<file path="config.mk">
export PLATFORM = sky130hd
export DESIGN_NAME = flash_guard
export DESIGN_NICKNAME = d
export VERILOG_FILES = /design/src/rtl/flg_pkg.sv /design/src/rtl/flg_rst_qual.sv /design/src/rtl/flg_ctl_regs.sv /design/src/rtl/flash_guard.sv
export SDC_FILE = /design/constraint.sdc
export NUM_CORES = 1
export LEC_CHECK = 0
export BUFFER_PORTS_ARGS = -buffer_cell sky130_fd_sc_hd__buf_2
export CAP_MARGIN = 20
export CORE_ASPECT_RATIO = 1.1
export CORE_MARGIN = 1
export CORE_UTILIZATION = 45
export DETAILED_ROUTE_END_ITERATION = 6
export GPL_ROUTABILITY_DRIVEN = 0
export GPL_TIMING_DRIVEN = 0
export HOLD_SLACK_MARGIN = 0.02
export PLACE_DENSITY = 0.69
export REMOVE_ABC_BUFFERS = 1
export SYNTH_ARGS = -nofsm -noshare
export SYNTH_HDL_FRONTEND = slang
export SYNTH_HIERARCHICAL = 1
export SYNTH_SLANG_ARGS = --single-unit
</file>
<file path="constraint.sdc">
create_clock -name clk -period 2.12 [get_ports clk]
set_input_delay 0.318 -clock clk [delete_from_list [all_inputs] [get_ports clk]]
set_output_delay 0.318 -clock clk [all_outputs]
set_load 0.03 [all_outputs]
</file>
<file path="src/rtl/flg_pkg.sv">
package flg_pkg;
  localparam int CTL1_ADDR = 0;
  localparam int CTL2_ADDR = 1;
  localparam int EBLK_ADDR = 2;

  localparam int BIT_P   = 0;
  localparam int BIT_E   = 1;
  localparam int BIT_SWE = 6;

  typedef enum logic [2:0] {
    PM_ACTIVE = 3'd0,
    PM_SUBACT = 3'd1,
    PM_SUBSLP = 3'd2,
    PM_WATCH  = 3'd3,
    PM_STBY   = 3'd4
  } pwr_mode_e;

  typedef enum logic [1:0] {
    ST_IDLE  = 2'd0,
    ST_PROG  = 2'd1,
    ST_ERASE = 2'd2
  } fl_state_e;
endpackage

</file>
<file path="src/rtl/flg_rst_qual.sv">
module flg_rst_qual #(
  parameter int MIN_CYC = 16
) (
  input  logic clk,
  input  logic rst,
  input  logic req_i,
  input  logic osc_ok_i,
  output logic hw_rst_o
);
  localparam int CW = $clog2(MIN_CYC + 1);
  localparam logic [CW-1:0] CNT_MAX = CW'(MIN_CYC);

  logic [CW-1:0] cnt_q, cnt_n;

  always_comb begin
    cnt_n = (cnt_q == CNT_MAX) ? cnt_q : cnt_q + 1'b1;
  end

  always_ff @(posedge clk) begin
    if (rst || !req_i) begin
      cnt_q    <= '0;
      hw_rst_o <= 1'b0;
    end else begin
      cnt_q    <= cnt_n;
      hw_rst_o <= (cnt_n == CNT_MAX) && osc_ok_i;
    end
  end

  assert_qual_needs_osc_R8: assert property (@(posedge clk) disable iff (rst)
    hw_rst_o |-> $past(osc_ok_i) && $past(req_i));
  assert_qual_drops_R8: assert property (@(posedge clk) disable iff (rst)
    !req_i |=> !hw_rst_o);
endmodule

</file>
<file path="src/rtl/flg_ctl_regs.sv">
module flg_ctl_regs
  import flg_pkg::*;
#(
  parameter int DW   = 8,
  parameter int NBLK = 8,
  parameter int AW   = 2
) (
  input  logic            clk,
  input  logic            rst,
  input  logic            prot_i,
  input  logic            wr_en_i,
  input  logic [AW-1:0]   addr_i,
  input  logic [DW-1:0]   wdata_i,
  output logic            p_n_o,
  output logic            e_n_o,
  output logic [NBLK-1:0] eblk_n_o,
  output logic [NBLK-1:0] eblk_q_o,
  output logic [DW-1:0]   rdata_o
);
  logic            swe_q, p_q, e_q;
  logic            swe_n;
  logic [DW-1:0]   ctl2_q, ctl2_n;
  logic [NBLK-1:0] eblk_q, eblk_n;
  logic [DW-1:0]   ctl1_view;
  logic            both_req;

  always_comb begin
    swe_n    = swe_q;
    p_n_o    = p_q;
    e_n_o    = e_q;
    ctl2_n   = ctl2_q;
    eblk_n   = eblk_q;
    both_req = wdata_i[BIT_P] && wdata_i[BIT_E];
    if (prot_i) begin
      swe_n  = 1'b0;
      p_n_o  = 1'b0;
      e_n_o  = 1'b0;
      ctl2_n = '0;
      eblk_n = '0;
    end else if (wr_en_i) begin
      if (addr_i == AW'(CTL1_ADDR) && !both_req) begin
        swe_n = wdata_i[BIT_SWE];
        p_n_o = wdata_i[BIT_P] && wdata_i[BIT_SWE] && swe_q;
        e_n_o = wdata_i[BIT_E] && wdata_i[BIT_SWE] && swe_q;
      end else if (addr_i == AW'(CTL2_ADDR)) begin
        ctl2_n = wdata_i;
      end else if (addr_i == AW'(EBLK_ADDR)) begin
        eblk_n = wdata_i[NBLK-1:0];
      end
    end
  end

  always_comb begin
    ctl1_view          = '0;
    ctl1_view[BIT_P]   = p_q;
    ctl1_view[BIT_E]   = e_q;
    ctl1_view[BIT_SWE] = swe_q;
  end

  always_ff @(posedge clk) begin
    if (rst) begin
      swe_q   <= 1'b0;
      p_q     <= 1'b0;
      e_q     <= 1'b0;
      ctl2_q  <= '0;
      eblk_q  <= '0;
      rdata_o <= '0;
    end else begin
      swe_q  <= swe_n;
      p_q    <= p_n_o;
      e_q    <= e_n_o;
      ctl2_q <= ctl2_n;
      eblk_q <= eblk_n;
      case (addr_i)
        AW'(CTL1_ADDR): rdata_o <= ctl1_view;
        AW'(CTL2_ADDR): rdata_o <= ctl2_q;
        AW'(EBLK_ADDR): rdata_o <= DW'(eblk_q);
        default:        rdata_o <= '0;
      endcase
    end
  end

  assign eblk_n_o = eblk_n;
  assign eblk_q_o = eblk_q;

  assert_prot_clears_R7: assert property (@(posedge clk) disable iff (rst)
    prot_i |=> (!swe_q && !p_q && !e_q && ctl2_q == '0 && eblk_q == '0));
  assert_no_op_without_swe_R2: assert property (@(posedge clk) disable iff (rst)
    !swe_q |-> (!p_q && !e_q));
  assert_p_e_exclusive_R4: assert property (@(posedge clk) disable iff (rst)
    !(p_q && e_q));
endmodule

</file>
<file path="src/rtl/flash_guard.sv">
module flash_guard
  import flg_pkg::*;
#(
  parameter int DW          = 8,
  parameter int NBLK        = 8,
  parameter int AW          = 2,
  parameter int MIN_RST_CYC = 16
) (
  input  logic            clk,
  input  logic            rst,
  input  logic            rst_req_i,
  input  logic            osc_ok_i,
  input  logic [2:0]      pwr_mode_i,
  input  logic            wr_en_i,
  input  logic [AW-1:0]   addr_i,
  input  logic [DW-1:0]   wdata_i,
  output logic [DW-1:0]   rdata_o,
  output logic            prog_en_o,
  output logic            erase_en_o,
  output logic [NBLK-1:0] erase_mask_o,
  output logic            abort_o,
  output logic [1:0]      status_o
);
  logic            hw_rst;
  logic            prot;
  logic            p_n, e_n;
  logic [NBLK-1:0] eblk_n, eblk_q;
  fl_state_e       state_n;
  fl_state_e       state_q;

  flg_rst_qual #(.MIN_CYC(MIN_RST_CYC)) u_qual (
    .clk      (clk),
    .rst      (rst),
    .req_i    (rst_req_i),
    .osc_ok_i (osc_ok_i),
    .hw_rst_o (hw_rst)
  );

  assign prot = hw_rst || (pwr_mode_i != PM_ACTIVE);

  flg_ctl_regs #(.DW(DW), .NBLK(NBLK), .AW(AW)) u_regs (
    .clk      (clk),
    .rst      (rst),
    .prot_i   (prot),
    .wr_en_i  (wr_en_i),
    .addr_i   (addr_i),
    .wdata_i  (wdata_i),
    .p_n_o    (p_n),
    .e_n_o    (e_n),
    .eblk_n_o (eblk_n),
    .eblk_q_o (eblk_q),
    .rdata_o  (rdata_o)
  );

  always_comb begin
    if (p_n)                       state_n = ST_PROG;
    else if (e_n && eblk_n != '0)  state_n = ST_ERASE;
    else                           state_n = ST_IDLE;
  end

  always_ff @(posedge clk) begin
    if (rst) begin
      state_q    <= ST_IDLE;
      prog_en_o  <= 1'b0;
      erase_en_o <= 1'b0;
      abort_o    <= 1'b0;
    end else begin
      state_q    <= state_n;
      prog_en_o  <= (state_n == ST_PROG);
      erase_en_o <= (state_n == ST_ERASE);
      abort_o    <= prot && (state_q != ST_IDLE);
    end
  end

  for (genvar b = 0; b < NBLK; b++) begin : g_mask
    always_ff @(posedge clk) begin
      if (rst) erase_mask_o[b] <= 1'b0;
      else     erase_mask_o[b] <= (state_n == ST_ERASE) && eblk_n[b];
    end
  end

  assign status_o = state_q;

  assert_mask_subset_R5: assert property (@(posedge clk) disable iff (rst)
    (erase_mask_o & ~eblk_q) == '0);
  assert_erase_needs_blocks_R6: assert property (@(posedge clk) disable iff (rst)
    (state_q == ST_ERASE) |-> (eblk_q != '0));
  assert_abort_single_R9: assert property (@(posedge clk) disable iff (rst)
    abort_o |=> !abort_o);
  assert_abort_from_busy_R9: assert property (@(posedge clk) disable iff (rst)
    abort_o |-> ($past(state_q) != ST_IDLE));
  assert_state_legal_R10: assert property (@(posedge clk) disable iff (rst)
    $onehot0({prog_en_o, erase_en_o}) && (status_o != 2'd3));
endmodule

</file>
Word level (Yosys, flattened, before mapping)
Index checks and enable logic that the tools add are counted.

storage, ports and cells
  register bits after elaboration = 46
  bits in latches = 0
  RAM bits = 0
  bits in read-only memories = 0
  input bits = 18
  output and inout port bits = 21
  logic and storage cells = 71
  memories kept = 0

operators by class
  add/sub/neg operators = 1
  multipliers = 0
  divide/modulo/power cells = 0
  order comparisons = 0
  equal/unequal tests = 6
  shift-type cells = 0
  muxes and demuxes = 15
  bitwise operators = 1
  reduce and logical (&&, ||, !) cells = 28

operators by type and width
  cell                                                  count
  two-way mux 8 bit                                     5
  case mux 8 bit (3 select lines)                       1
  logical AND 1 bit                                     17
  equality test 5 bit (second input constant)           2
  nonzero test 8 bit                                    1
  two-way mux 1 bit                                     6
  adder 5 x 1 -> 5 bit (second input constant)          1
  two-way mux 5 bit                                     1
  equality test 2 x 1 -> 1 bit (second input constant)  2
  equality test 2 bit (second input constant)           2
  two-way mux 2 bit                                     2
  AND reduction 3 bit                                   1
  nonzero test 3 bit                                    1
  zero test 1 bit                                       2
  zero test 2 bit                                       1
  logical OR 1 bit                                      2
  AND reduction 2 bit                                   1
  nonzero test 2 bit                                    1
  OR reduction 2 bit                                    1
  NOT 1 bit                                             1

Depth between registers and ports, before layout
  depth after elaboration = 12
  depth in mapped cells = 7
  mapped depth without buffers = 5

Modules after synthesis
Netlist, hierarchy kept.

by module, submodules not included
  module        times used  cells each  area an instance (um2)  sequential area each (um2)
  flg_ctl_regs  1           122         1144.8                  540.5
  flash_guard   1           30          367.9                   240.2
  flg_rst_qual  1           32          315.3                   120.1

Worst setup path before layout
No wires, ideal clock.

  kind = input-to-reg
  start point = input port pwr_mode_i[1]
  end point = register erase_en_o
  setup time = 76 ps
  arrival = 1615 ps
  data required time = 2044 ps
  slack = 429 ps
  stages on the path = 5
  buffers on the path = 1
  path through = or4_4 -> clkbuf_1 -> a21oi_1 -> nor3b_2 -> a21boi_0

on the way
  elaborated cells on any way between the ends = 10
  those cells by class = eq/ne (1); mux (5); reduce/logical (4)

RTL lines
  element                 line                source
  start: declaration      flash_guard.sv:13   input logic [2:0] pwr_mode_i,
  nonzero test 3 bit      flash_guard.sv:39   assign prot = hw_rst || (pwr_mode_i != PM_ACTIVE);
  logical OR 1 bit        flash_guard.sv:39
  two-way mux 1 bit       flg_ctl_regs.sv:34  if (prot_i) begin
  net e_n                 flash_guard.sv:26   logic p_n, e_n;
  logical AND 1 bit       flash_guard.sv:57   else if (e_n && eblk_n != '0) state_n = ST_ERASE;
  two-way mux 2 bit       flash_guard.sv:57
  two-way mux 2 bit       flash_guard.sv:56   if (p_n) state_n = ST_PROG;
  equality test 2 bit     flash_guard.sv:70   erase_en_o <= (state_n == ST_ERASE);
  end signal: assignment  flash_guard.sv:70
  end: declaration        flash_guard.sv:19   output logic erase_en_o,

The timed path passes the listed nets, and every way through them passes these cells.
A chain may end at the register's enable or synchronous reset.

Worst setup path in the final report
  start point = input port addr_i[1]
  end point = register erase_en_o

on the way
  word-level cells in the longest chain between the ends = 11
  elaborated cells on any way between the ends = 20
  those cells by class = eq/ne (3); mux (13); reduce/logical (4)

RTL lines
  element                  line                source
  start: declaration       flash_guard.sv:15   input logic [AW-1:0] addr_i,
  equality test 2 bit      flg_ctl_regs.sv:47  end else if (addr_i == AW'(EBLK_ADDR)) begin
  two-way mux 8 bit        flg_ctl_regs.sv:47
  two-way mux 8 bit        flg_ctl_regs.sv:45  end else if (addr_i == AW'(CTL2_ADDR)) begin
  two-way mux 8 bit (*)    flg_ctl_regs.sv:41  if (addr_i == AW'(CTL1_ADDR) && !both_req) begin
  two-way mux 8 bit (*)    flg_ctl_regs.sv:40  end else if (wr_en_i) begin
  two-way mux 8 bit (*)    flg_ctl_regs.sv:34
  net eblk_n[6]            flash_guard.sv:27   logic [NBLK-1:0] eblk_n, eblk_q;
  nonzero test 8 bit (*)   flash_guard.sv:57
  logical AND 1 bit (*)    flash_guard.sv:57
  two-way mux 2 bit (*)    flash_guard.sv:57
  two-way mux 2 bit (*)    flash_guard.sv:56
  equality test 2 bit (*)  flash_guard.sv:70

The timed path passes the listed nets; every way through them passes the cells marked *.

==> results.sh <==
export IMPL_status="finished clean"
export IMPL_dpl_cell_count=262
export IMPL_ys_top_cells_by_area="dfxtp_1, mux2i_1, nor2_1"
export IMPL_finalHoldViolCount=0
export IMPL_fin_crit_ns=1.72
export IMPL_preCtsSetupSlack_ns=0.126
export IMPL_drc=0
export IMPL_h_tree_depth=2
export IMPL_yosysSeqAreaShare_pct=49.3
export IMPL_cts_resized=0
export IMPL_power_share_switching_pct=19.8
export IMPL_worst_slack_ns=0.402
export IMPL_grt_pass1_vias=1293
export IMPL_crit_required_ns=2.29
export IMPL_antenna_found_initial=0
export IMPL_fin_cells=270
export IMPL_post_cts_buffers=0
export IMPL_grt_max_degree=20
export IMPL_drt_total_wl_mm=3.46
export IMPL_fp_dieH_um=68.8
export IMPL_leakage_nw=0.946
export IMPL_multi_input_area_um2=832
export IMPL_fillers=350
export IMPL_grt_ovfl_total=0
export IMPL_async_flop_share_pct=0
export IMPL_irDropWorstVdd_uv=298
export IMPL_power_frac_comb_pct=5.3
export IMPL_portBuffers=38
export IMPL_clockBufferDepth=2
export IMPL_p_sw_mw=0.335
export IMPL_synth_xor_area_share_pct=0.958
export IMPL_worstMarginPinSlew_ns=0.670
export IMPL_drv_slew=0
export IMPL_synth_edff_count=0
export IMPL_ff_latch_area_um2=901
export IMPL_crit_chain="buf_2 -> nand3b_1 -> mux2i_1 -> nor2_1 -> nor4_1 -> a21boi_0"
export IMPL_crit_start="addr_i[1]"
export IMPL_p_clk_share_pct=44.3
export IMPL_slew_headroom_pct=55.3
export IMPL_yosys_most_used_dff="dfxtp_1"
export IMPL_dieWidth_um=62.8
export IMPL_firstDrtPassIters=4
export IMPL_skew_ns=0.00290
export IMPL_total_power_mw=1.69
export IMPL_cts_hold_buf=0
export IMPL_power_density_nw_per_um2=791
export IMPL_drive_above_1_share_pct=25.5
export IMPL_grt_usage_pct=17.7
export IMPL_final_setup_viol_count=0
export IMPL_postRouteAntennaNets=0
export IMPL_synth_compound_area_share_pct=9.24
export IMPL_core_area_um2=3770
export IMPL_sequentialPowerShare_pct=50.4
export IMPL_synth_top_area_cell="dfxtp_1"
export IMPL_synth_area_per_cell_um2=9.93
export IMPL_synth_top_family_by_area="simple AND/OR/NAND/NOR gates"
export IMPL_cts_tree="yes"
export IMPL_postSynthCellCount=184
export IMPL_setup_tns_ns=0
export IMPL_rr_startpoint="u_qual/hw_rst_o"
export IMPL_cp_slowest_cell="nand3b_1"
export IMPL_area_growth_pct=16.6
export IMPL_routed_via_density=5.14
export IMPL_num_antenna_cells=0
export IMPL_critPathKind="in -> reg"
export IMPL_fin_nets=239
export IMPL_synth_simple_area_share_pct=24.6
export IMPL_hold_start="wdata_i[3]"
export IMPL_clock_sinks=45
export IMPL_clk_pin_slew_ns=0.08
export IMPL_worstPathMaxFanout=9
export IMPL_synth_top_area_share_pct=49.3
export IMPL_end_kind="flop"
export IMPL_dr_total_vias=1388
export IMPL_synthAdderAreaFrac_pct=1.37
export IMPL_ys_seq_elements=45
export IMPL_critical_path_arrival_ns=1.89
export IMPL_design_area_um2=2130
export IMPL_syn_area_um2=1830
export IMPL_yosysUniqueCellTypes=37
export IMPL_grt_first_pass_wirelength_mm=5.74
export IMPL_hold_class="in -> reg"
export IMPL_min_period_over_period_pct=81.1
export IMPL_clock_latency_ns=0.29
export IMPL_root_buffer="clkbuf_8"
export IMPL_dp_hpwl_mm=2.43
export IMPL_cts_inserted_buffers=5
export IMPL_hold_ws_ns=0.281
export IMPL_die_area_um2=4320
export IMPL_p_int_mw=1.35
export IMPL_start_util_pct=48.5
export IMPL_muxShareOfSynthArea_pct=9.31
export IMPL_rsz0062_at_grt="no"
export IMPL_pin_count=39
export IMPL_yosysMostFrequentCell="dfxtp_1"
export IMPL_ys_warn_count=6
export IMPL_netlist_top_cells_count="dfxtp_1, nor2_1, mux2i_1, a21oi_1, nand3_1"
export IMPL_place_area_um2=2000
export IMPL_final_util_pct=56.5
export IMPL_start_kind="input pin"
export IMPL_cap_violations=0
export IMPL_fmaxAchievable_mhz=582
export IMPL_wl_per_cell_um=12.8
export IMPL_rows=23
export IMPL_max_stage_delay_ns=0.42
export IMPL_drtIter0Drc=67
-- worst max-delay path: cells and delay by family --
family / cells / cell delay (ns)
compound gates: 1 / 0.14
buf+inv: 1 / 0.21
mux: 1 / 0.38
simple gates: 3 / 0.83
-- flip-flops by register name, indices dropped and copies added (netlist names), 5 cells and up --
signal / cells
erase_mask_o: 8
u_qual/cnt_q: 5
u_regs/ctl2_q: 8
u_regs/eblk_q_o: 8
u_regs/rdata_o: 8
-- metal layers --
metal | share of wire [%] | wire, µm | vias to the layer above | track usage (%)
li1 | - | - | 699 | -
met1 | 46 | 1590 | 652 | 20.6
met2 | 48 | 1670 | 29 | 30.7
met3 | 3.3 | 113 | 8 | 4.11
met4 | 2.5 | 87 | 0 | 9.88
met5 | 0 | 0 | - | 0
-- worst paths after layout --
check,depth (start not counted),slack (ns),endpoint
max,6,0.40,erase_en_o
min,3,0.28,u_regs/ctl2_q[3]
min reg2reg,2,0.46,u_regs/ctl2_q[3]
max reg2reg,4,0.45,erase_en_o
-- power by group through the flow --
stage                     combinational (mW)  sequential [mW]  clock (mW)
after CTS                             0.0900            0.850       0.768
after global placement                0.0886            0.870           0
after detailed placement              0.0892            0.870           0
final                                 0.0896            0.850       0.747
after floorplan                       0.0466            0.870           0
after global routing                  0.0978            0.851       0.814
-- final cells by class --
class                      instances  share of cell area [%]
sequential                        45                    42.3
multi-input combinational        126                    39.0
timing repair buffer              38                    8.93
clock buffer                       5                    3.23
clock inverter                     3                    3.05
tap                               50                    2.94
inverter                           3                   0.528
-- cell usage in the layout, fill, tap and decap left out --
cell	count
a21oi_1	10
and2_1	9
o21ai_1	1
inv_1	3
a22oi_1	5
o21ai_2	2
or3b_4	1
nand2b_1	3
nor2b_4	1
buf_2	38
clkinv_2	1
nand2_1	6
or2_1	1
clkbuf_8	5
nand3_1	10
ha_1	2
nand3b_1	2
xor2_1	1
nor2_1	31
o211ai_1	1
xnor2_1	1
or3b_1	1
o211a_1	1
a2bb2oi_1	3
bufinv_16	2
or4_4	1
a211oi_1	1
dfxtp_1	45
nor4_1	2
nor3b_2	2
a21boi_0	1
mux2i_1	17
and3b_1	1
and3_1	2
nand3b_2	1
nor2b_1	4
and4bb_2	2
-- logic make-up after synthesis --
| family | after synthesis |
|---|---|
| AOI/OAI and AO/OA | 25 |
| xor gates and xnor gates | 2 |
| adders and majority gates | 2 |
| buffers and inverters | 13 |
| DFF | 45 |
| muxes | 17 |
| and+or+nand+nor | 80 |
(Power assumes the default switching activity.)
